File: config.mk
export PLATFORM = sky130hd
export DESIGN_NAME = npc_unit
export DESIGN_NICKNAME = d
export VERILOG_FILES = /design/src/rtl/npc_pkg.sv /design/src/rtl/npc_decode.sv /design/src/rtl/npc_targets.sv /design/src/rtl/npc_unit.sv
export SDC_FILE = /design/constraint.sdc
export NUM_CORES = 1
export LEC_CHECK = 0
export ABC_AREA = 0
export BUFFER_PORTS_ARGS = -buffer_cell sky130_fd_sc_hd__buf_4
export CORE_ASPECT_RATIO = 0.6
export CORE_MARGIN = 1.5
export CORE_UTILIZATION = 46
export CTS_CLUSTER_SIZE = 16
export DETAILED_ROUTE_END_ITERATION = 7
export GPL_ROUTABILITY_DRIVEN = 0
export PLACE_DENSITY = 0.85
export SLEW_MARGIN = 0
export SYNTH_ARGS = -nofsm -noshare
export SYNTH_HDL_FRONTEND = slang
export SYNTH_SLANG_ARGS = --single-unit
export TNS_END_PERCENT = 50
File: constraint.sdc
create_clock -name clk_i -period 2.5 [get_ports clk_i]
set_clock_uncertainty 0.2 [all_clocks]
set_input_delay 0.75 -clock clk_i [delete_from_list [all_inputs] [get_ports clk_i]]
set_output_delay 0.75 -clock clk_i [all_outputs]
set_load 0.02 [all_outputs]
File: src/rtl/npc_pkg.sv
package npc_pkg;
  localparam int unsigned ILEN   = 32;
  localparam int unsigned OP_W   = 6;
  localparam int unsigned FN_W   = 6;
  localparam int unsigned IMM_W  = 16;
  localparam int unsigned IDX_W  = 26;
  localparam int unsigned REG_W  = 5;

  localparam logic [OP_W-1:0] OP_RTYPE = 6'd0;
  localparam logic [OP_W-1:0] OP_JMP   = 6'd2;
  localparam logic [OP_W-1:0] OP_JLNK  = 6'd3;
  localparam logic [OP_W-1:0] OP_BREQ  = 6'd4;
  localparam logic [OP_W-1:0] OP_BRNE  = 6'd5;
  localparam logic [FN_W-1:0] FN_JREG  = 6'd8;

  typedef enum logic [2:0] {
    FLOW_SEQ,
    FLOW_BREQ,
    FLOW_BRNE,
    FLOW_JMP,
    FLOW_JLNK,
    FLOW_JREG
  } flow_e;
endpackage

File: src/rtl/npc_decode.sv
module npc_decode
  import npc_pkg::*;
(
  input  logic [OP_W-1:0] op_i,
  input  logic [FN_W-1:0] funct_i,
  output flow_e           kind_o
);
  always_comb begin
    unique case (op_i)
      OP_BREQ:  kind_o = FLOW_BREQ;
      OP_BRNE:  kind_o = FLOW_BRNE;
      OP_JMP:   kind_o = FLOW_JMP;
      OP_JLNK:  kind_o = FLOW_JLNK;
      OP_RTYPE: kind_o = (funct_i == FN_JREG) ? FLOW_JREG : FLOW_SEQ;
      default:  kind_o = FLOW_SEQ;
    endcase
  end
endmodule

File: src/rtl/npc_targets.sv
module npc_targets
  import npc_pkg::*;
#(
  parameter int unsigned AW = 32
) (
  input  logic [AW-1:0]    pc_i,
  input  logic [IDX_W-1:0] field_i,
  input  logic [AW-1:0]    rs_val_i,
  input  logic [AW-1:0]    rt_val_i,
  output logic [AW-1:0]    pc4_o,
  output logic [AW-1:0]    br_tgt_o,
  output logic [AW-1:0]    jmp_tgt_o,
  output logic [AW-1:0]    reg_tgt_o,
  output logic             eq_o,
  output logic             reg_mis_o
);
  localparam int unsigned SEXT_W = AW - IMM_W - 2;
  localparam int unsigned HI_W   = AW - IDX_W - 2;

  logic [IMM_W-1:0] imm;
  logic [AW-1:0]    br_off;

  assign imm    = field_i[IMM_W-1:0];
  assign br_off = {{SEXT_W{imm[IMM_W-1]}}, imm, 2'b00};

  assign pc4_o     = pc_i + AW'(4);
  // relative to the following instruction
  assign br_tgt_o  = pc4_o + br_off;
  // region bits come from the current PC
  assign jmp_tgt_o = {pc_i[AW-1 -: HI_W], field_i, 2'b00};
  assign reg_tgt_o = {rs_val_i[AW-1:2], 2'b00};
  assign reg_mis_o = |rs_val_i[1:0];
  assign eq_o      = ~|(rs_val_i ^ rt_val_i);
endmodule

File: src/rtl/npc_unit.sv
module npc_unit
  import npc_pkg::*;
#(
  parameter int unsigned    AW       = 32,
  parameter int unsigned    RA_IDX   = 31,
  parameter logic [AW-1:0]  RESET_PC = '0
) (
  input  logic              clk_i,
  input  logic              rst_ni,
  input  logic [AW-1:0]     pc_i,
  input  logic [ILEN-1:0]   instr_i,
  input  logic [AW-1:0]     rs_val_i,
  input  logic [AW-1:0]     rt_val_i,
  output logic [AW-1:0]     next_pc_o,
  output logic [AW-1:0]     link_val_o,
  output logic              link_we_o,
  output logic [REG_W-1:0]  link_addr_o,
  output logic              misalign_o,
  output logic              redirect_o
);
  localparam logic [REG_W-1:0] RA_ADDR = REG_W'(RA_IDX);

  flow_e       kind;
  logic [AW-1:0] pc4, br_tgt, jmp_tgt, reg_tgt;
  logic        eq, reg_mis;

  logic [AW-1:0] nxt_d;
  logic        red_d, lwe_d, mis_d;

  npc_decode i_dec (
    .op_i    (instr_i[ILEN-1 -: OP_W]),
    .funct_i (instr_i[FN_W-1:0]),
    .kind_o  (kind)
  );

  npc_targets #(.AW(AW)) i_tgt (
    .pc_i      (pc_i),
    .field_i   (instr_i[IDX_W-1:0]),
    .rs_val_i  (rs_val_i),
    .rt_val_i  (rt_val_i),
    .pc4_o     (pc4),
    .br_tgt_o  (br_tgt),
    .jmp_tgt_o (jmp_tgt),
    .reg_tgt_o (reg_tgt),
    .eq_o      (eq),
    .reg_mis_o (reg_mis)
  );

  always_comb begin
    nxt_d = pc4;
    red_d = 1'b0;
    lwe_d = 1'b0;
    mis_d = 1'b0;
    unique case (kind)
      FLOW_BREQ: if (eq)  begin nxt_d = br_tgt; red_d = 1'b1; end
      FLOW_BRNE: if (!eq) begin nxt_d = br_tgt; red_d = 1'b1; end
      FLOW_JMP:  begin nxt_d = jmp_tgt; red_d = 1'b1; end
      FLOW_JLNK: begin nxt_d = jmp_tgt; red_d = 1'b1; lwe_d = 1'b1; end
      FLOW_JREG: begin nxt_d = reg_tgt; red_d = 1'b1; mis_d = reg_mis; end
      default:   ;
    endcase
  end

  always_ff @(posedge clk_i or negedge rst_ni) begin
    if (!rst_ni) begin
      next_pc_o   <= RESET_PC;
      link_val_o  <= '0;
      link_we_o   <= 1'b0;
      link_addr_o <= '0;
      misalign_o  <= 1'b0;
      redirect_o  <= 1'b0;
    end else begin
      next_pc_o   <= nxt_d;
      link_val_o  <= pc4;
      link_we_o   <= lwe_d;
      link_addr_o <= lwe_d ? RA_ADDR : '0;
      misalign_o  <= mis_d;
      redirect_o  <= red_d;
    end
  end
endmodule

==> run summary, run 1 <==
Dpl cell area: 0.00807 sq mm
Post-synth top flop: dfrtp_1
TritonCTS buffer count: 9
Post-synth top area share: 0.342
Cell taking the most area after synthesis: dfrtp_1
CTS root buffer: clkbuf_16
Status: stopped before the end
Gr ovfl total: 40
Log Error: [ERROR GRT-0232] Routing congestion too high. Check the congestion heatmap in the GUI.
Syn Inst Count: 506
Average size of a mapped cell: 9.69 sq um
Worst_ep kind: register input
Cts hold-fix bufs: 0
Syn Nets: 670
Post-DP HPWL: 16200 um
Die Wd: 136 um
CTS H-tree lvls: 3
Pre-CTS setup slack: -1.51 ns
Clk buf depth: 2
Seq cells post-synth: 67
Stopping stage: global routing
Worst_ep grt: next_pc_o[27]$_DFF_PN0_/D
Largest net degree at the start of global routing: 42
YS warnings: 0
Tot GR Track Use: 0.764
Synth top area cells: dfrtp_1 (34%), xor2_1 (9.6%), ha_1 (8.4%)
Number of library cell types mapped by synthesis: 63
IO Port Bufs: 201
Dpl cells: 1015
Synth cell count leaders: dfrtp_1 (67), xor2_1 (54), ha_1 (33)
I/O Pins: 202
Die H: 83.0 um
Netlist Area Pre-Place: 0.00490 sq mm
FFs w/ async S/R, synth: 1.00
EDFF count, synth: 0
Clock sink count: 67
Initial Util: 0.484
Sequential share of the synthesized area: 0.342
Count leader, synth: dfrtp_1
Row count: 28
## per-stage QoR
stage | util | setup TNS, ns
2_1_floorplan | - | -16.58
3_5_place_dp | 0.797 | -33.28
4_1_cts | 0.886 | -18.61
3_3_place_gp | 0.797 | -31.19
## routing by layer
metal / overflow / GRT usage
met1: 0 / 0.773
met2: 15 / 0.915
met3: 0 / 0.618
met4: 25 / 0.773
met5: 0 / 0.199
## cells by family after synthesis
kind of cell               count (synthesis)  share of synthesized area
AOI/OAI and AO/OA                        157                      0.234
adders and majority gates                 34                     0.0883
xor gates and xnor gates                  86                      0.154
buffers and inverters                     34                     0.0339
muxes                                      2                    0.00510
and+or+nand+nor                          126                      0.143
DFF                                       67                      0.342
## timing repair
| action | CTS |
|---|---|
| resized for setup | 83 |
| buffers inserted | 23 |
| pin swaps | 58 |
| endpoints found under the setup margin | 31 |
| cloned | 0 |
==> run 2, diff against run 1 <==
--- a/config.mk
+++ b/config.mk
@@ -7,13 +7,11 @@
 export LEC_CHECK = 0
 export ABC_AREA = 0
 export BUFFER_PORTS_ARGS = -buffer_cell sky130_fd_sc_hd__buf_4
-export CORE_ASPECT_RATIO = 0.6
 export CORE_MARGIN = 1.5
-export CORE_UTILIZATION = 46
-export CTS_CLUSTER_SIZE = 16
+export CORE_UTILIZATION = 31
 export DETAILED_ROUTE_END_ITERATION = 7
 export GPL_ROUTABILITY_DRIVEN = 0
-export PLACE_DENSITY = 0.85
+export PLACE_DENSITY_LB_ADDON = 0.15
 export SLEW_MARGIN = 0
 export SYNTH_ARGS = -nofsm -noshare
 export SYNTH_HDL_FRONTEND = slang
==> run 2 against run 1 <==
  * The flow now finishes, with violations (setup timing)
  * Synthesized area is the same
  * Synthesized cell count unchanged
==> run summary, run 2 <==
Cts hold-fix bufs: 0 (unchanged)
Tot GR Track Use: 0.262
Post-synth top flop: dfrtp_1
Max Clock Freq: 277 MHz
CTS tree: done
Leakage power: 4.62 nW
EDFF count, synth: 0 (unchanged)
Routed vias/inst: 5.14
Dpl cell area: 0.00827 sq mm (+2.4%)
Cell taking the most area after synthesis: dfrtp_1
Min Tclk post-route: 3.61 ns
Register area: 0.00168 sq mm
Fin crit share: 1.44
Syn Inst Count: 506 (unchanged)
# DRC: 0
Die area: 0.0166 sq mm
Via count: 5909
Failing checks: setup timing
Row count: 45 (+61%)
Final Max Tran Viols: 0
DRT Pass-1 Iters: 5
Hold crit path type: in2async
Post-Route Utilization: 0.623
Pwr dens: 451 mW/mm^2
Vias in the first global route: 6056
Count leader, synth: dfrtp_1
Setup crit end kind: register
Core Box Area: 0.0153 sq mm
Slew of the pin with the lowest slew margin: 0.497 ns
Crit Path Max Fanout: 5
Multi-input gate area: 0.00381 sq mm
I/O Pins: 202 (unchanged)
Largest net degree at the start of global routing: 39
Syn Nets: 670 (unchanged)
Initial antenna violation count: 0
Diode count: 0
Critical path required time: 2.53 ns
Filler cells: 1283
MaxCap Viol Count: 0
Post-synth top area share: 0.342 (unchanged)
CTS root buffer: clkbuf_16
TritonCTS buffer count: 9 (unchanged)
Layout cell share with drive strength beyond 1: 0.609
Sequential share of the synthesized area: 0.342 (unchanged)
Largest regs: link_val_o (32), next_pc_o (32)
Status: finished, violations left
Commonest non-fill, non-tap cells in the layout: buf_4 (417), dfrtp_1 (67), xor2_1 (48), o21ai_1 (24), nand2_1 (23)
Die H: 129 um (+55%)
Max VDD drop: 0.308 mV
FFs w/ async S/R, synth: 1.00 (unchanged)
Initial Util: 0.320 (-0.164)
Final wirelength: 22100 um
Area growth syn-to-layout: 94.6%
RSZ-0062 raised after global routing: yes
Setup crit start kind: input pin
Synth cell count leaders: dfrtp_1 (67), xor2_1 (54), ha_1 (33)
Synth top area cells: dfrtp_1 (34%), xor2_1 (9.6%), ha_1 (8.4%)
Slew headroom: 0.668
Clk buf depth: 2 (unchanged)
Kind of critical path: in2reg
Antenna viol nets, final: 0
Design Area, Final: 0.00954 sq mm
IO Port Bufs: 201 (unchanged)
Final hold vios: 0
Post-DP HPWL: 16400 um (+1.0%)
YS warnings: 0 (unchanged)
Reg clk slew, reported paths: 0.06 ns
DR WL/cell: 19.2 um
Gr ovfl total: 0
Final WS setup: -1.11 ns
Final layout net count: 1098
First-pass GRT wire length: 32900 um
Final setup viols: 30
Netlist Area Pre-Place: 0.00490 sq mm (unchanged)
Seq cells post-synth: 67 (unchanged)
Clock sink count: 67 (unchanged)
CTS H-tree lvls: 3 (unchanged)
Initial drt markers: 404
Commonest non-fill, non-tap cell in the layout: buf_4
Die Wd: 129 um (-5.5%)
Average size of a mapped cell: 9.69 sq um (unchanged)
Number of library cell types mapped by synthesis: 63 (unchanged)
Arr. time, crit path: 3.64 ns
## run 2: cell counts after synthesis
Identical to the previous run, type by type.
## run 2: cell type report
class                           count  share of cell area
Multi-Input combinational cell    405               0.400
Sequential cell                    67               0.176
Inverter                           12             0.00472
Tap cell                          211              0.0277
Clock inverter                      6             0.00931
Timing Repair Buffer              439               0.358
Clock buffer                       10              0.0250
## run 2: kinds of logic after synthesis
kind of cell               after synthesis  share of synthesized area
xor gates and xnor gates                86                      0.154
adders and majority gates               34                     0.0883
DFF                                     67                      0.342
buffers and inverters                   34                     0.0339
muxes                                    2                    0.00510
AOI/OAI and AO/OA                      157                      0.234
and+or+nand+nor                        126                      0.143
## run 2: through the flow
step                std cells  setup TNS (ns)  setup WS, ns  hold slack, ns  power [mW]
floorplan                 506          -16.58         -1.15           0.254        1.81
global placement         1101          -30.74         -1.49           0.515        2.59
detailed placement       1101          -31.94         -1.56           0.522        2.61
CTS                      1138          -17.55         -1.07           0.150        4.18
global route             1150          -22.19         -1.22           0.167        4.49
finish                   1150          -19.17         -1.11           0.143        4.31
## run 2: critical path: stages
cell     delay, ns
buf_6         0.07
and3_4        0.18
and2_4        0.16
and4_4        0.21
and3_4        0.21
buf_4         0.13
nand2_4       0.06
xnor2_4       0.14
ha_4          0.30
buf_4         0.11
nand2_1       0.06
o21ai_1       0.33
nand2_1       0.11
nand2_2       0.09
a31oi_4       0.04
a31o_4        0.25
xnor2_2       0.13
a211o_1       0.29
## run 2: how the worst max path moves through the flow
stage,end,cells past startpoint,start,slack [ns]
floorplan,next_pc_o[29],15,pc_i[4],-1.15
global placement,next_pc_o[31],15,pc_i[18],-1.49
detailed placement,next_pc_o[31],16,pc_i[4],-1.56
CTS,next_pc_o[31],16,pc_i[4],-1.07
global route,next_pc_o[29],17,pc_i[4],-1.22
finish,next_pc_o[30],18,pc_i[4],-1.11
## run 2: where the power goes
part           switching, mW  leakage [nW]  total (mW)  internal [mW]
Sequential            0.0234         0.789        1.18           1.15
Combinational          0.812          3.68        1.71          0.893
Clock                  0.525         0.155        1.43          0.900
## run 2: per-layer routing
layer	wire length, um	global-route usage
met3	1140	0.0345
met1	9420	0.334
met2	11000	0.455
met5	0	0
met4	497	0.0972
## run 2: what timing repair did
| action | 4_1_cts | 5_1_grt |
|---|---|---|
| gates resized for setup | 73 | 56 |
| endpoints found under the setup margin | 31 | 32 |
| setup buffers | 22 | 13 |
| pin swaps | 58 | 39 |
Power figures use the tool's default switching activity.
